### src/rtl/i2cnv_pkg.sv
package i2cnv_pkg;
  // transfer phase of the target
  typedef enum logic [2:0] {
    PH_IDLE,
    PH_DEV,
    PH_CMD,
    PH_WORD,
    PH_DATA,
    PH_SEND
  } phase_e;

  localparam int WORD_W = 6;
  localparam int BYTE_W = 8;
endpackage

### src/rtl/i2cnv_line_mon.sv
module i2cnv_line_mon (
  input  logic clk,
  input  logic rst_n,
  input  logic scl_i,
  input  logic sda_i,
  output logic scl_rise_o,
  output logic scl_fall_o,
  output logic start_o,
  output logic stop_o
);
  logic scl_q, sda_q;

  always_ff @(posedge clk or negedge rst_n) begin
    if (!rst_n) begin
      scl_q <= 1'b1;
      sda_q <= 1'b1;
    end else begin
      scl_q <= scl_i;
      sda_q <= sda_i;
    end
  end

  assign scl_rise_o = !scl_q && scl_i;
  assign scl_fall_o = scl_q && !scl_i;
  // SDA edges while SCL stays high
  assign start_o = scl_q && scl_i && sda_q && !sda_i;
  assign stop_o  = scl_q && scl_i && !sda_q && sda_i;
endmodule

### src/rtl/i2cnv_word_store.sv
module i2cnv_word_store #(
  parameter int AW          = 6,
  parameter int WW          = 6,
  parameter int BUSY_CYCLES = 500000
) (
  input  logic          clk,
  input  logic          rst_n,
  input  logic          wr_en,
  input  logic [AW-1:0] wr_addr,
  input  logic [WW-1:0] wr_data,
  input  logic [AW-1:0] rd_addr,
  output logic [WW-1:0] rd_data,
  output logic          busy_o
);
  localparam int WORDS = 1 << AW;
  localparam int CW    = $clog2(BUSY_CYCLES + 1);

  logic [WORDS-1:0][WW-1:0] mem;
  logic [CW-1:0]            remain;
  logic                     busy_q;

  always_ff @(posedge clk or negedge rst_n) begin
    if (!rst_n) begin
      mem <= '0;
    end else if (wr_en) begin
      for (int i = 0; i < WORDS; i++) begin
        if (wr_addr == AW'(i)) mem[i] <= wr_data;
      end
    end
  end

  assign rd_data = mem[rd_addr];

  // programming window timer
  always_ff @(posedge clk or negedge rst_n) begin
    if (!rst_n) begin
      busy_q <= 1'b0;
      remain <= '0;
    end else if (wr_en) begin
      busy_q <= 1'b1;
      remain <= CW'(BUSY_CYCLES - 1);
    end else if (busy_q) begin
      if (remain == '0) busy_q <= 1'b0;
      else remain <= remain - 1'b1;
    end
  end

  assign busy_o = busy_q;
endmodule

### src/rtl/i2c_nvm_target.sv
module i2c_nvm_target
  import i2cnv_pkg::*;
#(
  parameter logic [5:0] DEV_ID      = 6'b101101,
  parameter logic [7:0] CMD_SEL     = 8'hC3,
  parameter int         AW          = 6,
  parameter int         BUSY_CYCLES = 500000
) (
  input  logic clk,
  input  logic rst_n,
  input  logic scl_i,
  input  logic sda_i,
  input  logic a0_i,
  output logic sda_oe_o,
  output logic busy_o
);
  logic scl_rise, scl_fall, start_det, stop_det;
  phase_e             phase, next_ph, ack_next;
  logic [3:0]         bitcnt;
  logic [BYTE_W-1:0]  sr, tx, tx_load;
  logic               in_ack, oe, armed, pend, ack_ok, busy, wr_en;
  logic [AW-1:0]      word_q;
  logic [WORD_W-1:0]  pend_data, rd_word;

  i2cnv_line_mon u_mon (
    .clk(clk), .rst_n(rst_n), .scl_i(scl_i), .sda_i(sda_i),
    .scl_rise_o(scl_rise), .scl_fall_o(scl_fall),
    .start_o(start_det), .stop_o(stop_det)
  );

  assign wr_en = stop_det && pend;

  i2cnv_word_store #(.AW(AW), .WW(WORD_W), .BUSY_CYCLES(BUSY_CYCLES)) u_store (
    .clk(clk), .rst_n(rst_n), .wr_en(wr_en), .wr_addr(word_q),
    .wr_data(pend_data), .rd_addr(word_q), .rd_data(rd_word), .busy_o(busy)
  );

  assign tx_load = {2'b00, rd_word};

  // ACK decision for the byte just received
  always_comb begin
    ack_ok   = 1'b0;
    ack_next = PH_IDLE;
    case (phase)
      PH_DEV: begin
        ack_ok   = (sr[7:1] == {DEV_ID, a0_i}) && !busy && (!sr[0] || armed);
        ack_next = sr[0] ? PH_SEND : PH_CMD;
      end
      PH_CMD: begin
        ack_ok   = (sr == CMD_SEL);
        ack_next = PH_WORD;
      end
      PH_WORD: begin
        ack_ok   = 1'b1;
        ack_next = PH_DATA;
      end
      PH_DATA: begin
        ack_ok   = 1'b1;
        ack_next = PH_IDLE;
      end
      default: ;
    endcase
  end

  always_ff @(posedge clk or negedge rst_n) begin
    if (!rst_n) begin
      phase     <= PH_IDLE;
      next_ph   <= PH_IDLE;
      bitcnt    <= '0;
      sr        <= '0;
      tx        <= '0;
      in_ack    <= 1'b0;
      oe        <= 1'b0;
      armed     <= 1'b0;
      pend      <= 1'b0;
      pend_data <= '0;
      word_q    <= '0;
    end else if (start_det) begin
      phase  <= PH_DEV;
      bitcnt <= '0;
      in_ack <= 1'b0;
      oe     <= 1'b0;
      pend   <= 1'b0;
    end else if (stop_det) begin
      phase  <= PH_IDLE;
      bitcnt <= '0;
      in_ack <= 1'b0;
      oe     <= 1'b0;
      pend   <= 1'b0;
      armed  <= 1'b0;
    end else if (phase != PH_IDLE) begin
      if (scl_rise) begin
        if (bitcnt < 4'd8) begin
          sr     <= {sr[6:0], sda_i};
          bitcnt <= bitcnt + 4'd1;
        end else if (phase == PH_SEND) begin
          phase <= PH_IDLE;  // host ACK/NACK slot sampled
        end
      end else if (scl_fall) begin
        if (in_ack) begin
          in_ack <= 1'b0;
          bitcnt <= '0;
          phase  <= next_ph;
          if (next_ph == PH_SEND) begin
            oe <= !tx_load[7];
            tx <= tx_load << 1;
          end else begin
            oe <= 1'b0;
          end
        end else if (phase == PH_SEND) begin
          if (bitcnt < 4'd8) begin
            oe <= !tx[7];
            tx <= tx << 1;
          end else begin
            oe <= 1'b0;
          end
        end else if (bitcnt == 4'd8) begin
          if (ack_ok) begin
            oe      <= 1'b1;
            in_ack  <= 1'b1;
            next_ph <= ack_next;
            if (phase == PH_WORD) begin
              word_q <= sr[AW-1:0];
              armed  <= 1'b1;
            end
            if (phase == PH_DATA) begin
              pend      <= 1'b1;
              pend_data <= sr[WORD_W-1:0];
            end
          end else begin
            phase <= PH_IDLE;
          end
        end
      end
    end
  end

  assign sda_oe_o = oe;
  assign busy_o   = busy;
endmodule

### config.mk
export PLATFORM = sky130hd
export DESIGN_NAME = i2c_nvm_target
export DESIGN_NICKNAME = d
export VERILOG_FILES = /design/src/rtl/i2cnv_pkg.sv /design/src/rtl/i2cnv_line_mon.sv /design/src/rtl/i2cnv_word_store.sv /design/src/rtl/i2c_nvm_target.sv
export SDC_FILE = /design/constraint.sdc
export NUM_CORES = 1
export LEC_CHECK = 0
export ABC_CLOCK_PERIOD_IN_PS = 2800
export BUFFER_PORTS_ARGS = -buffer_cell sky130_fd_sc_hd__buf_2
export CORE_MARGIN = 2
export CORE_UTILIZATION = 45
export CTS_CLUSTER_SIZE = 40
export DETAILED_ROUTE_END_ITERATION = 10
export PLACE_DENSITY = 0.7
export SLEW_MARGIN = 20
export SYNTH_ARGS = -nofsm -noshare
export SYNTH_HDL_FRONTEND = slang
export SYNTH_HIERARCHICAL = 1
export SYNTH_SLANG_ARGS = --single-unit
### constraint.sdc
create_clock -name clk -period 2.8 [get_ports clk]
set_input_delay 0.56 -clock clk [delete_from_list [all_inputs] [get_ports clk]]
set_output_delay 0.56 -clock clk [all_outputs]
set_load 0.005 [all_outputs]
# After elaboration in Yosys (flattened, before gate mapping)
# Cells that the tools add are included.
# totals
register_bits,448
out_inout_bits,2
# op_classes
muxes,72
bitwise,5
n_addsub,2
n_reduce_logical,116
n_eq_ne,85
order_cmp,2
# ops
cell,n
== test 6 bit (second input constant),32
AND reduction 2 bit,65
== test 6 x 5 -> 1 bit (second input constant),16
two-way mux 19 bit,3
== test 6 x 4 -> 1 bit (second input constant),8
two-way mux 1 bit,42
binary-select mux 6 bit (select 6 bit),1
two-way mux 3 bit,12
two-way mux 8 bit,4
two-way mux 4 bit,7
== test 6 x 3 -> 1 bit (second input constant),4
AND reduction 10 bit,2
zero test 19 bit,1
subtractor 19 x 1 -> 19 bit (second input constant),1
AND reduction 9 bit,2
nonzero test 3 bit,6
AND reduction 8 bit,2
nonzero test 2 bit,8
nonzero test 5 bit,3
== test 6 x 2 -> 1 bit (second input constant),2
logical AND 1 bit,10
inequality test 5 bit (second input constant),2
AND reduction 5 bit,2
== test 3 bit (second input constant),3
27 further kinds,44

# Longest topological paths before layout
# Gate-level depths: netlist of the first run.
# logic_depth
depth_word,13
ltp_mapped,11
depth_no_buf,8

# By module
# Netlist of the first run, hierarchy kept.
# modules_own_cells
module,n_inst,area_each_um2,cells_each
i2cnv_word_store,1,18657.9,1268
i2c_nvm_target,1,2160.8,187
i2cnv_line_mon,1,85.1,6

# Worst setup path after synthesis of the first run
# Ideal clock, no wire load.
# synth_path
path_type,register -> register
from,register word_q[1]
to,register tx[4]
t_required_ps,2675
path_buffers,3
path_stages_with_launch,10
arrival_time_ps,2780
path_slack_ps,-105
cell_sequence,dfrtp_1 > buf_2 > buf_2 > clkbuf_1 > mux4_2 > a221oi_1 > o21ai_0 > a32o_1 > mux2_2 > mux2_2
# synth_between
elab_chain_cells,4
# synth_lines
element,line,text
"start, declared",i2c_nvm_target.sv:22,logic [AW-1:0] word_q;
"start signal, assigned",i2c_nvm_target.sv:123,word_q <= sr[AW-1:0];
binary-select mux 6 bit (select 6 bit),i2cnv_word_store.sv:32,assign rd_data = mem[rd_addr];
two-way mux 6 bit (not written as such),i2cnv_word_store.sv:32,
net rd_word[3],i2c_nvm_target.sv:23,"logic [WORD_W-1:0] pend_data, rd_word;"
two-way mux 8 bit,i2c_nvm_target.sv:104,if (next_ph == PH_SEND) begin
two-way mux 8 bit,i2c_nvm_target.sv:100,if (in_ack) begin
"end signal, assigned",i2c_nvm_target.sv:106,tx <= tx_load << 1;
"end signal, assigned",i2c_nvm_target.sv:113,tx <= tx << 1;
"end, declared",i2c_nvm_target.sv:20,"logic [BYTE_W-1:0] sr, tx, tx_load;"
# The timed path passes the listed nets, and every way through them passes these cells. The select of a mux whose other input is x is not followed.
# A chain may end at the register's enable or synchronous reset.

# Worst setup path in the final report of the first run
# layout_path
from,register word_q[2]
to,register u_store/mem[325] (netlist name)
# layout_between
elab_chain_cells,2
# layout_lines
element,line,text
== test 6 bit,i2cnv_word_store.sv:27,if (wr_addr == AW'(i)) mem[i] <= wr_data;
AND reduction 2 bit (no source line),n/a,
"end signal, assigned by index",i2cnv_word_store.sv:27,
"end, declared",i2cnv_word_store.sv:18,logic [WORDS-1:0][WW-1:0] mem;
# Every way passes these cells.

==> results of run 1 <==
[layer usage]
layer  track usage, %  wire [µm]  up-vias
li1                 -          -     5570
met1             28.3      21300     6736
met2             34.7      23800      327
met3             4.15       2710       92
met4             8.47       1700        0
met5                0          0        -
[Yosys cell counts, drive strengths merged, types with 6 or more instances]
library cell,n
o221ai,6
nor3,15
or3,10
a21oi,22
nand2,77
o22ai,8
or2,7
mux2i,40
nand3,16
buf,33
a22oi,6
nor2b,10
mux4,88
inv,12
dfrtp,445
o21ai,25
nor2,46
nor3b,6
mux2,421
nand2b,18
clkbuf,58
xnor2,7
a221oi,6
o211ai,7
a31oi,6
[flip-flops by register name, indices dropped and copies added, names as in the netlist]
| signal | count |
|---|---|
| u_store/mem | 384 |
| tx | 7 |
| next_ph | 3 |
| sda_oe_o | 1 |
| bitcnt | 4 |
| pend | 1 |
| in_ack | 1 |
| word_q | 6 |
| u_mon/sda_q | 1 |
| u_store/busy_o | 1 |
| u_store/remain | 19 |
| u_mon/scl_q | 1 |
| sr | 8 |
| phase | 3 |
| pend_data | 6 |
| armed | 1 |
[worst register-to-register path: stages (launching register included)]
cell and delay [ns]:
dfrtp_4 0.70, buf_12 0.29, buf_4 0.20, nand2b_1 0.13, nor2_1 0.50, nand2_1 0.42, mux2_2 0.39
[how the worst max path moves through the flow]
stage | end | slack [ns] | cells past startpoint
finish | u_store/mem[325] | 0.05 | 6
global placement | u_store/mem[170] | -0.83 | 7
floorplan | tx[6] | 0.03 | 8
CTS | tx[6] | 0.03 | 8
detailed placement | u_store/mem[317] | -0.28 | 6
global route | tx[6] | 0.0002 | 8
[cell families (layout without fill, tap and decap cells)]
| kind of cell | count (synthesis) | after routing |
|---|---|---|
| multiplexers | 549 | 549 |
| flip-flops | 447 | 447 |
| AND/OR/NAND/NOR | 238 | 238 |
| AO/OA/AOI/OAI | 112 | 112 |
| buffers and inverters | 103 | 203 |
| XOR/XNOR | 9 | 9 |
| adder cells (fa/ha/maj) | 3 | 3 |
[power groups by stage]
stage / clock network (mW) / logic, mW / registers [mW]
2_1_floorplan: 0 / 0.272 / 6.80
3_3_place_gp: 0 / 0.451 / 6.86
3_5_place_dp: 0 / 0.472 / 6.87
4_1_cts: 6.65 / 0.476 / 6.76
5_1_grt: 6.90 / 0.530 / 6.78
6_report: 6.51 / 0.463 / 6.76
[cell type report]
class	instances	share of cell area, %
sequential	447	46.9
multi-input combinational	911	39.0
clock buffer	68	5.72
timing repair buffer	104	4.04
tap	600	3.14
clock inverter	19	1.03
inverter	12	0.188
[per-stage QoR]
step	hold WS (ns)	worst slack [ns]	power [mW]
detailed placement	0.488	-0.285	7.34
floorplan	0.264	0.0324	7.07
CTS	0.174	0.0295	13.9
global route	0.199	0.000239	14.2
finish	0.198	0.0493	13.7
global placement	0.482	-0.830	7.31
[cell usage in the layout (no fill, tap or decap), types with 5 or more instances in the layout]
cell / n
buf_4: 82
o31ai_1: 5
mux4_2: 88
nand4_1: 5
bufinv_16: 5
and2_1: 5
or2_2: 7
o211ai_1: 7
a221oi_1: 5
nand2b_1: 18
xnor2_1: 7
a22oi_1: 5
buf_12: 13
clkbuf_1: 12
dfrtp_1: 436
nor2b_1: 10
mux2_2: 419
dfrtp_2: 6
or3_1: 10
o22ai_1: 7
nor3_1: 12
clkbuf_8: 7
clkbuf_16: 49
a31oi_1: 6
a21oi_1: 22
buf_2: 5
o21ai_0: 22
nand2_1: 77
nor2_1: 44
o221ai_1: 6
mux2i_1: 40
inv_1: 12
a22o_1: 5
nand3_1: 16
clkinv_2: 10
[timing repair]
item | 4_1_cts | 5_1_grt
gates resized for setup | 1 | 7
setup buffers | 3 | 3
endpoints found under the setup margin | 28 | 6
hold buffers | 1 | 0
hold endpoints to repair | 51 | 0
==> results.md, run 1 <==
- Status: finished, final reports clean
- Comb power frac: ~3.4%
- Vias in the first global route: roughly 13,000
- Multi-input logic area: 9320 µm²
- Fin area: approximately 24,000 µm²
- DP HPWL: about 33,000 µm
- R2R setup slack: 0.05 ns
- Clock Power Share: 47.4%
- Filler cells: 3,690
- Global-route wire length before repair: around 79,000 µm
- Syn Area/Cell: 14.3 µm²
- Max Cap Viol: 0
- Min-delay src: sda_i
- I/O Buffers: 6
- Clock Sinks: 447
- H-Tree Depth: 2
- Reg2reg start: word_q[2]
- Slew HR: 51.0%
- Synth unique cells: 65
- Initial core utilization: about 46%
- Pin count of the biggest net entering global routing: 78
- Power Dens Cells: approximately 570 nW/µm²
- Die width: about 220 µm
- Syn_nets: 1,469
- CP startpoint: word_q[2]
- RSZ-0062 raised after global routing: true
- Total congestion overflow: 0
- VDD IR-drop max: 0.000526 V
- Post-synthesis sequential area ratio: approximately 54%
- Skew final: 0.0270 ns
- Main area contributors after synthesis: dfrtp_1 53%, mux2_2 23%, mux4_2 9.5%, mux2i_1 1.9%, nand2_1 1.4%
- Num CTS Buffers: a little under 50
- Antenna diode count: 0
- GRT Total Usage: between 20% and 30%
- Setup TNS Final: 0 ns
- DR iter-0 viols: between 1,000 and 1,500
- Crit-path max FO: 31
- CP peak stage delay: 0.70 ns
- Final Net Count: around 1,500
- Area post-placement: approximately 22,000 µm²
- Critical-path top delay cell: dfrtp_4
- Yosys top cell by area: dfrtp_1
- Post-Synthesis Cells: around 1,500
- Routed WL: 49,400 µm
- Net load switching power: between 3 and 4 mW
- Crit path capture type: flip-flop
- Number of buffers and inverters on the critical path: 2
- Simple-Gate Fraction of Synth Area: under 10%
- Rows: just under 80
- Post-Syn Area: 20,900 µm²
- Synth Register Bits: between 400 and 500
- Routability Congestion: approximately 0.90
- Crit start category: flip-flop
- Final Util: a little over half
- Synth warn: 6
- CP cell instances: buf_12 -> buf_4 -> nand2b_1 -> nor2_1 -> nand2_1 -> mux2_2
- Initial antenna violation count: 0
- Routed len/inst: ~23 µm
- I/O pin total: 7
- Clk Latency, worst-skew pair: 0.60 ns
- Final setup fails: 0
- Final Hold Viols: 0
- Adder-Cell Fraction of Synth Area: less than 1%
- Post-route ant nets: 0
- Root Buffer Master: clkbuf_16
- Max Clock Freq: 364 MHz
- Critical path class: reg -> reg
- CORE AREA: 45,600 µm²
- Vias: 12,700
- Delay-heaviest family, CP: simple AND/OR/NAND/NOR gates
- DR vias/cell: around 6
- WHS Endpoint: u_mon/sda_q
- Minimum clock period: 2.75 ns
- Full die area: 48,200 µm²
- Tightest Hold Check Type: in -> reg
- Complex-gate fraction of the synthesized area: under 10%
- CTS tree: yes
- Multiplexer share of the synthesized area: 34.1%
- Clk slew on worst S/H paths: about 0.06 ns
- Largest family of logic cells by synthesized area: multiplexers
- Worst EP arrival: 3.22 ns
- Seq pwr share: 49.2%
- Final non-filler cell total: 2,161
- Cells after DPL: ~2,100
- Worst Path Required: between 3 and 4 ns
- Final Cycle Share: a little over nine tenths
- Worst-Margin Slew: 0.729 ns
- FF-to-FF End: u_store/mem[325]
- CTS Buffer Depth: 3
- Pre-antenna DRT Iters: 7
- Area Growth Syn to Fin: 14.3%
- Final Max Slew Viols: 0
- Post-synthesis async set-or-reset flop share: 100%
- Lkg Pwr: 11.0 nW
- Hold path cells: 2
- Layout cells sized above 1: a little under half
- Post-synth EDFFs: 0
- DRC Markers: 0
- R2R depth: 6
- Synth Flop Type: dfrtp_1
- Storage cell area: roughly 11,000 µm²
- Xor/xnor share of the synthesized area: less than 1%
- Cell Int Power: 10.6 mW
- Die Y: 220 µm
- Switch share: roughly 22%
- Yosys top cell area share: between 50% and 60%
Note: power is estimated with default switching activity, not from simulation.
==> run 2, diff against run 1 <==
--- a/config.mk
+++ b/config.mk
@@ -5,6 +5,7 @@
 export SDC_FILE = /design/constraint.sdc
 export NUM_CORES = 1
 export LEC_CHECK = 0
+export ABC_AREA = 1
 export ABC_CLOCK_PERIOD_IN_PS = 2800
 export BUFFER_PORTS_ARGS = -buffer_cell sky130_fd_sc_hd__buf_2
 export CORE_MARGIN = 2
==> results.md, run 2 <==
- Post_cts resized: 0
- DRC Markers: 0
- R2R depth: 10
- Final Hold Viols: 0
- Max Clock Freq: around 400 MHz
- Routability Congestion: between 0.8 and 0.9
- Worst EP arrival: about 2.9 ns
- Most frequent cells in the layout: 1,026 x nand2_1, 442 x dfrtp_1, 349 x nand3_1, 217 x o21ai_0, 149 x o21ai_1
- Commonest cells post-synth: 1,026 x nand2_1, 445 x dfrtp_1, 349 x nand3_1
- Regs by FF count: u_store/mem x384, u_store/remain x19, sr x8
- Critical-path top delay cell: dfstp_2
- Lkg Pwr: about 10 nW
- I/O Buffers: 6
- Yosys top cell area share: a little over half
- Crit start category: flip-flop
- Global-route wire length before repair: ~95,000 µm
- CP cell instances: nand2_1 -> nor2_1 -> nand2_1 -> inv_1 -> inv_2 -> nor3_4 -> buf_4 -> nand2_1 -> nand2_1 -> o21ai_1
- Synth unique cells: between 40 and 50
- Vias: between 15,000 and 20,000
- Final Max Slew Viols: 0
- Post-synth EDFFs: 0
- Post-Synthesis Cells: about 2,700
- Syn_nets: 2,701
- Worst-Margin Slew: roughly 0.7 ns
- H-Tree Depth: 2
- Main area contributors after synthesis: dfrtp_1 52%, nand2_1 18%, nand3_1 8.2%, o21ai_0 5.1%, o21ai_1 3.5%
- Hold WS: 0.102 ns
- Most frequent cell after synthesis: nand2_1
- Final setup fails: 0
- Top reg by flops: u_store/mem
- Post-route ant nets: 0
- Most common cell after layout, fill and taps aside: nand2_1
- Final Cycle Share: between 80% and 90%
- RSZ-0062 raised after global routing: false
- Critical path class: reg -> reg
- Area post-placement: approximately 22,000 µm²
- Synth Register Bits: approximately 450
- Power Dens Cells: just under 600 nW/µm²
- Post-synthesis async set-or-reset flop share: 100%
- Pin count of the biggest net entering global routing: between 70 and 80
- Vias in the first global route: 17,800
- Min-delay src: sda_i
- Synth Flop Type: dfrtp_1
- Clk slew on worst S/H paths: 0.06 ns
- Tightest Hold Check Type: in -> reg
- CORE AREA: roughly 47,000 µm²
- Worst Path Required: roughly 3.2 ns
- Total congestion overflow: 0
- Clock Sinks: 447
- Initial core utilization: 45.6%
- Die Y: 222 µm
- Synth warn: 6
- R2R setup slack: around 0.30 ns
- Status: finished, final reports clean
- Skew final: 0.0132 ns
- Crit path top cell by count: nand2_1
- Crit-path max FO: 22
- Num CTS Buffers: 48
- Yosys top cell by area: dfrtp_1
- DR iter-0 viols: between 1,500 and 2,000
- Setup TNS Final: 0 ns
- Filler cells: 4,408
- CTS Buffer Depth: 3
- Antenna diode count: 0
- Post-synthesis sequential area ratio: a little over half
- Pre-antenna DRT Iters: 6
- Clk Latency, worst-skew pair: a little under 0.6 ns
- Minimum clock period: approximately 2.5 ns
- Syn Area/Cell: 7.90 µm²
- CP peak stage delay: 0.54 ns
- Final Net Count: around 2,600
- Root Buffer Master: clkbuf_16
- Routed WL: around 57,000 µm
- Post-Syn Area: 21,300 µm²
- WHS Endpoint: u_mon/sda_q
- I/O pin total: 7
- CTS tree: yes
- Fin area: roughly 24,000 µm²
- VDD IR-drop max: ~0.00063 V
- Crit path capture type: flip-flop
- Rows: 79
- DR vias/cell: approximately 5.6
- GRT Total Usage: approximately a quarter
- Routed len/inst: 17.4 µm
- Hold path cells: 1
- Initial antenna violation count: 0
- Layout cells sized above 1: roughly a tenth
- Slew HR: 52.5%
- Die width: 222 µm
- Reg2reg start: u_mon/scl_q
- Full die area: 49,100 µm²
- DP HPWL: 35,700 µm
- Area Growth Syn to Fin: 11.2%
- Largest register FFs: around 380
- FF-to-FF End: u_store/mem[302]
- Max Cap Viol: 0
run 2: cell types whose count changed after synthesis, moves of 88 or more:
cell	before	now
o21ai_1	0	149
nand3_1	16	349
nand2_1	77	1026
mux4_2	88	0
mux2_2	419	1
o21ai_0	24	217
run 2: worst max path at each step:
stage	startpoint	endpoint	slack (ns)	cells after the start
floorplan	scl_i	u_store/mem[173]	0.54	12
global placement	scl_i	u_store/mem[332]	0.23	11
detailed placement	scl_i	u_store/mem[302]	0.16	11
CTS	u_mon/scl_q	u_store/mem[305]	0.30	10
global route	u_mon/scl_q	u_store/mem[305]	0.06	10
finish	u_mon/scl_q	u_store/mem[302]	0.30	10
run 2: report_power, final:
part / total [mW] / internal, mW / switching [mW]
sequential: 6.69 / 6.57 / 0.111
clock: 6.27 / 3.67 / 2.60
combinational: 0.782 / 0.197 / 0.585
run 2: timing repair:
item / CTS / global route
setup buffers: 0 / 0
endpoints found under the setup margin: 0 / 0
endpoints found under the hold margin: 53 / 0
hold buffers: 1 / 0
run 2: cell families after synthesis:
kind of cell             after synthesis  share of synthesized area, %
AND/OR/NAND/NOR                     1530                          30.3
flip-flops                           447                          52.6
AO/OA/AOI/OAI                        444                          11.4
buffers and inverters                260                          5.10
multiplexers                           6                         0.288
XOR/XNOR                               3                         0.123
adder cells (fa/ha/maj)                3                         0.176
run 2: layout make-up:
class | count | area [µm²] | area share [%]
clock buffer | 75 | 1460 | 6.18
inverter | 67 | 255 | 1.08
sequential | 447 | 11200 | 47.3
clock inverter | 11 | 87.6 | 0.370
multi-input combinational | 1986 | 9010 | 38.1
tap | 607 | 759 | 3.21
timing repair buffer | 84 | 903 | 3.81
run 2: critical path: cells and delay by family, from the launching register on:
| family | cells | cell delay [ns] |
|---|---|---|
| simple gates | 6 | 1.15 |
| buf+inv | 3 | 0.57 |
| flops | 1 | 0.54 |
| compound gates | 1 | 0.08 |
run 2: through the flow:
stage	worst slack [ns]	instances	util (%)	power (mW)
floorplan	0.536	2693	-	7.21
global placement	0.230	3190	47.4	7.56
detailed placement	0.160	3190	47.4	7.59
CTS	0.303	3277	50.8	13.9
global route	0.0601	3277	50.8	14.2
finish	0.299	3277	50.8	13.7
run 2: per-layer routing:
layer	GRT usage (%)	vias to the layer above	wire (µm)
met3	4.60	122	4490
met4	7.43	0	1580
met5	0	-	0
met1	32.1	8700	24300
li1	-	8683	-
met2	38.9	699	26800
==> run 3, diff against run 2 <==
--- a/config.mk
+++ b/config.mk
@@ -8,11 +8,13 @@
 export ABC_AREA = 1
 export ABC_CLOCK_PERIOD_IN_PS = 2800
 export BUFFER_PORTS_ARGS = -buffer_cell sky130_fd_sc_hd__buf_2
+export CELL_PAD_IN_SITES_DETAIL_PLACEMENT = 1
+export CELL_PAD_IN_SITES_GLOBAL_PLACEMENT = 2
 export CORE_MARGIN = 2
-export CORE_UTILIZATION = 45
+export CORE_UTILIZATION = 35
 export CTS_CLUSTER_SIZE = 40
 export DETAILED_ROUTE_END_ITERATION = 10
-export PLACE_DENSITY = 0.7
+export PLACE_DENSITY = 0.84
 export SLEW_MARGIN = 20
 export SYNTH_ARGS = -nofsm -noshare
 export SYNTH_HDL_FRONTEND = slang
==> results.md, run 3 (synthesis gave the netlist of run 2 again) <==
- CORE AREA: around 60,000 µm²
- DR vias/cell: roughly 5.3
- I/O pin total: 7
- Post-CTS Setup Bufs: 0
- Crit start category: flip-flop
- Initial antenna violation count: 0
- Cell Int Power: about 11 mW
- DRC Markers: 0
- Clk slew on worst S/H paths: about 0.06 ns
- Vias: ~18,000
- Critical-path top delay cell: dfrtp_1
- CTS tree: yes
- Seq pwr share: 46.0%
- Largest register FFs: 384
- Clk Latency, worst-skew pair: around 0.61 ns
- Max Clock Freq: 427 MHz
- Total congestion overflow: 0
- Final Net Count: 2,670
- VDD IR-drop max: 0.000432 V
- Final setup fails: 0
- Full die area: 62,800 µm²
- DP HPWL: roughly 42,000 µm
- Num CTS Buffers: 52
- Routability Congestion: 0.828
- Pre-antenna DRT Iters: 4
- Crit path capture type: flip-flop
- Switch share: 24.1%
- Worst-Margin Slew: ~0.75 ns
- I/O Buffers: 6
- Regs by FF count: u_store/mem x384, u_store/remain x19, sr x8
- Cells after DPL: 3,389
- H-Tree Depth: 2
- Area Growth Syn to Fin: 14.2%
- Worst Path Required: 3.33 ns
- Pin count of the biggest net entering global routing: 85
- Die Y: between 200 and 300 µm
- Layout cells sized above 1: between 10 and 15%
- Global-route wire length before repair: 108,000 µm
- Antenna diode count: 0
- Filler cells: about 7,200
- Most common cell after layout, fill and taps aside: nand2_1
- Final Cycle Share: a little over four fifths
- Most frequent cells in the layout: 1,026 x nand2_1, 442 x dfrtp_1, 349 x nand3_1, 217 x o21ai_0, 149 x o21ai_1
- Lkg Pwr: 10.6 nW
- Clock Power Share: roughly half
- Routed len/inst: 19.1 µm
- CP peak stage delay: between 0.6 and 0.7 ns
- CP cell instances: buf_4 -> nor2_1 -> inv_1 -> nor2_1 -> inv_1 -> nor4_2 -> buf_4 -> nor2_1 -> a21oi_1
- Tightest Hold Check Type: in -> reg
- Power Dens Cells: between 500 and 600 nW/µm²
- Final Hold Viols: 0
- Max Cap Viol: 0
- Clock Sinks: ~450
- Crit path top cell by count: nor2_1
- Root Buffer Master: clkbuf_16
- Setup TNS Final: 0 ns
- GRT Total Usage: between 20% and 30%
- Die width: ~250 µm
- Final non-filler cell total: between 3,000 and 4,000
- Crit-path max FO: 18
- DR iter-0 viols: 1,152
- Comb power frac: under 10%
- Worst EP arrival: ~2.9 ns
- Vias in the first global route: 19,500
- CTS Buffer Depth: 3
- Final Max Slew Viols: 0
- Skew final: approximately 0.025 ns
- Routed WL: around 66,000 µm
- Slew HR: approximately half
- RSZ-0062 raised after global routing: false
- Critical path class: reg -> reg
- Status: finished, final reports clean
- Net load switching power: 3.51 mW
- Minimum clock period: about 2.3 ns
- Top reg by flops: u_store/mem
- Initial core utilization: between 30 and 40%
- Post-route ant nets: 0
- Rows: 90
## run 3: changes by cell type in the layout (fill, tap and decap cells not counted), sizes merged
cell | before | now
buf | 83 | 107
bufinv | 1 | 4
clkinv | 11 | 10
clkbuf | 75 | 80
inv | 66 | 67
clkinvlp | 0 | 2
## run 3: layer usage
metal	vias to the layer above	part of all wire (%)	global-route usage [%]
li1	8746	-	-
met1	9196	47	29.1
met2	255	47	36.3
met3	116	3.2	2.76
met4	0	2.8	6.38
met5	-	0	0
## run 3: cell type report
cell class / count / area [µm²] / share of cell area [%]
tap: 782 / 978 / 4.02
clock inverter: 16 / 193 / 0.793
sequential: 447 / 11200 / 46.1
inverter: 67 / 258 / 1.06
multi-input combinational: 1986 / 9010 / 37.1
timing repair buffer: 108 / 1070 / 4.41
clock buffer: 80 / 1600 / 6.57
## run 3: path summary, 6_finish.rpt
kind | start | to | slack (ns) | depth (start not counted)
setup / recovery | word_q[3] | u_store/mem[100] | 0.46 | 9
hold / removal | sda_i | u_mon/sda_q | 0.08 | 1
setup reg to reg | word_q[3] | u_store/mem[100] | 0.46 | 9
hold reg to reg | u_store/remain[18] | u_store/remain[18] | 0.48 | 2
max in group asynchronous | rst_n | u_store/mem[178] | 1.39 | 3
min in group asynchronous | rst_n | u_store/mem[225] | 0.51 | 2
## run 3: metrics by stage
step	hold WS [ns]	utilization, %	power (mW)	worst slack, ns	cell area, µm²
after floorplan	0.264	-	7.21	0.536	21300
after global placement	0.464	37.4	7.60	0.481	22500
after detailed placement	0.471	37.4	7.63	0.448	22500
final	0.0785	40.4	14.6	0.458	24300
after CTS	0.0507	40.4	14.8	0.434	24300
after global routing	0.0481	40.4	15.1	0.235	24300
## run 3: critical path: cells and delay by family, from the launching register on
kind	cells	cell delay, ns
buffers and inverters	4	0.82
DFF	1	0.64
AOI/OAI and AO/OA	1	0.13
and+or+nand+nor	4	0.67
## run 3: power by group through the flow
stage / registers (mW) / logic [mW] / clock network, mW
floorplan: 6.77 / 0.440 / 0
CTS: 6.69 / 0.826 / 7.25
finish: 6.69 / 0.800 / 7.07
detailed placement: 6.81 / 0.821 / 0
global placement: 6.80 / 0.802 / 0
global route: 6.71 / 0.917 / 7.50
## run 3: repair_timing
action	CTS	global route
gates resized for setup	0	0
endpoints found under the hold margin	49	0
hold buffers	1	0
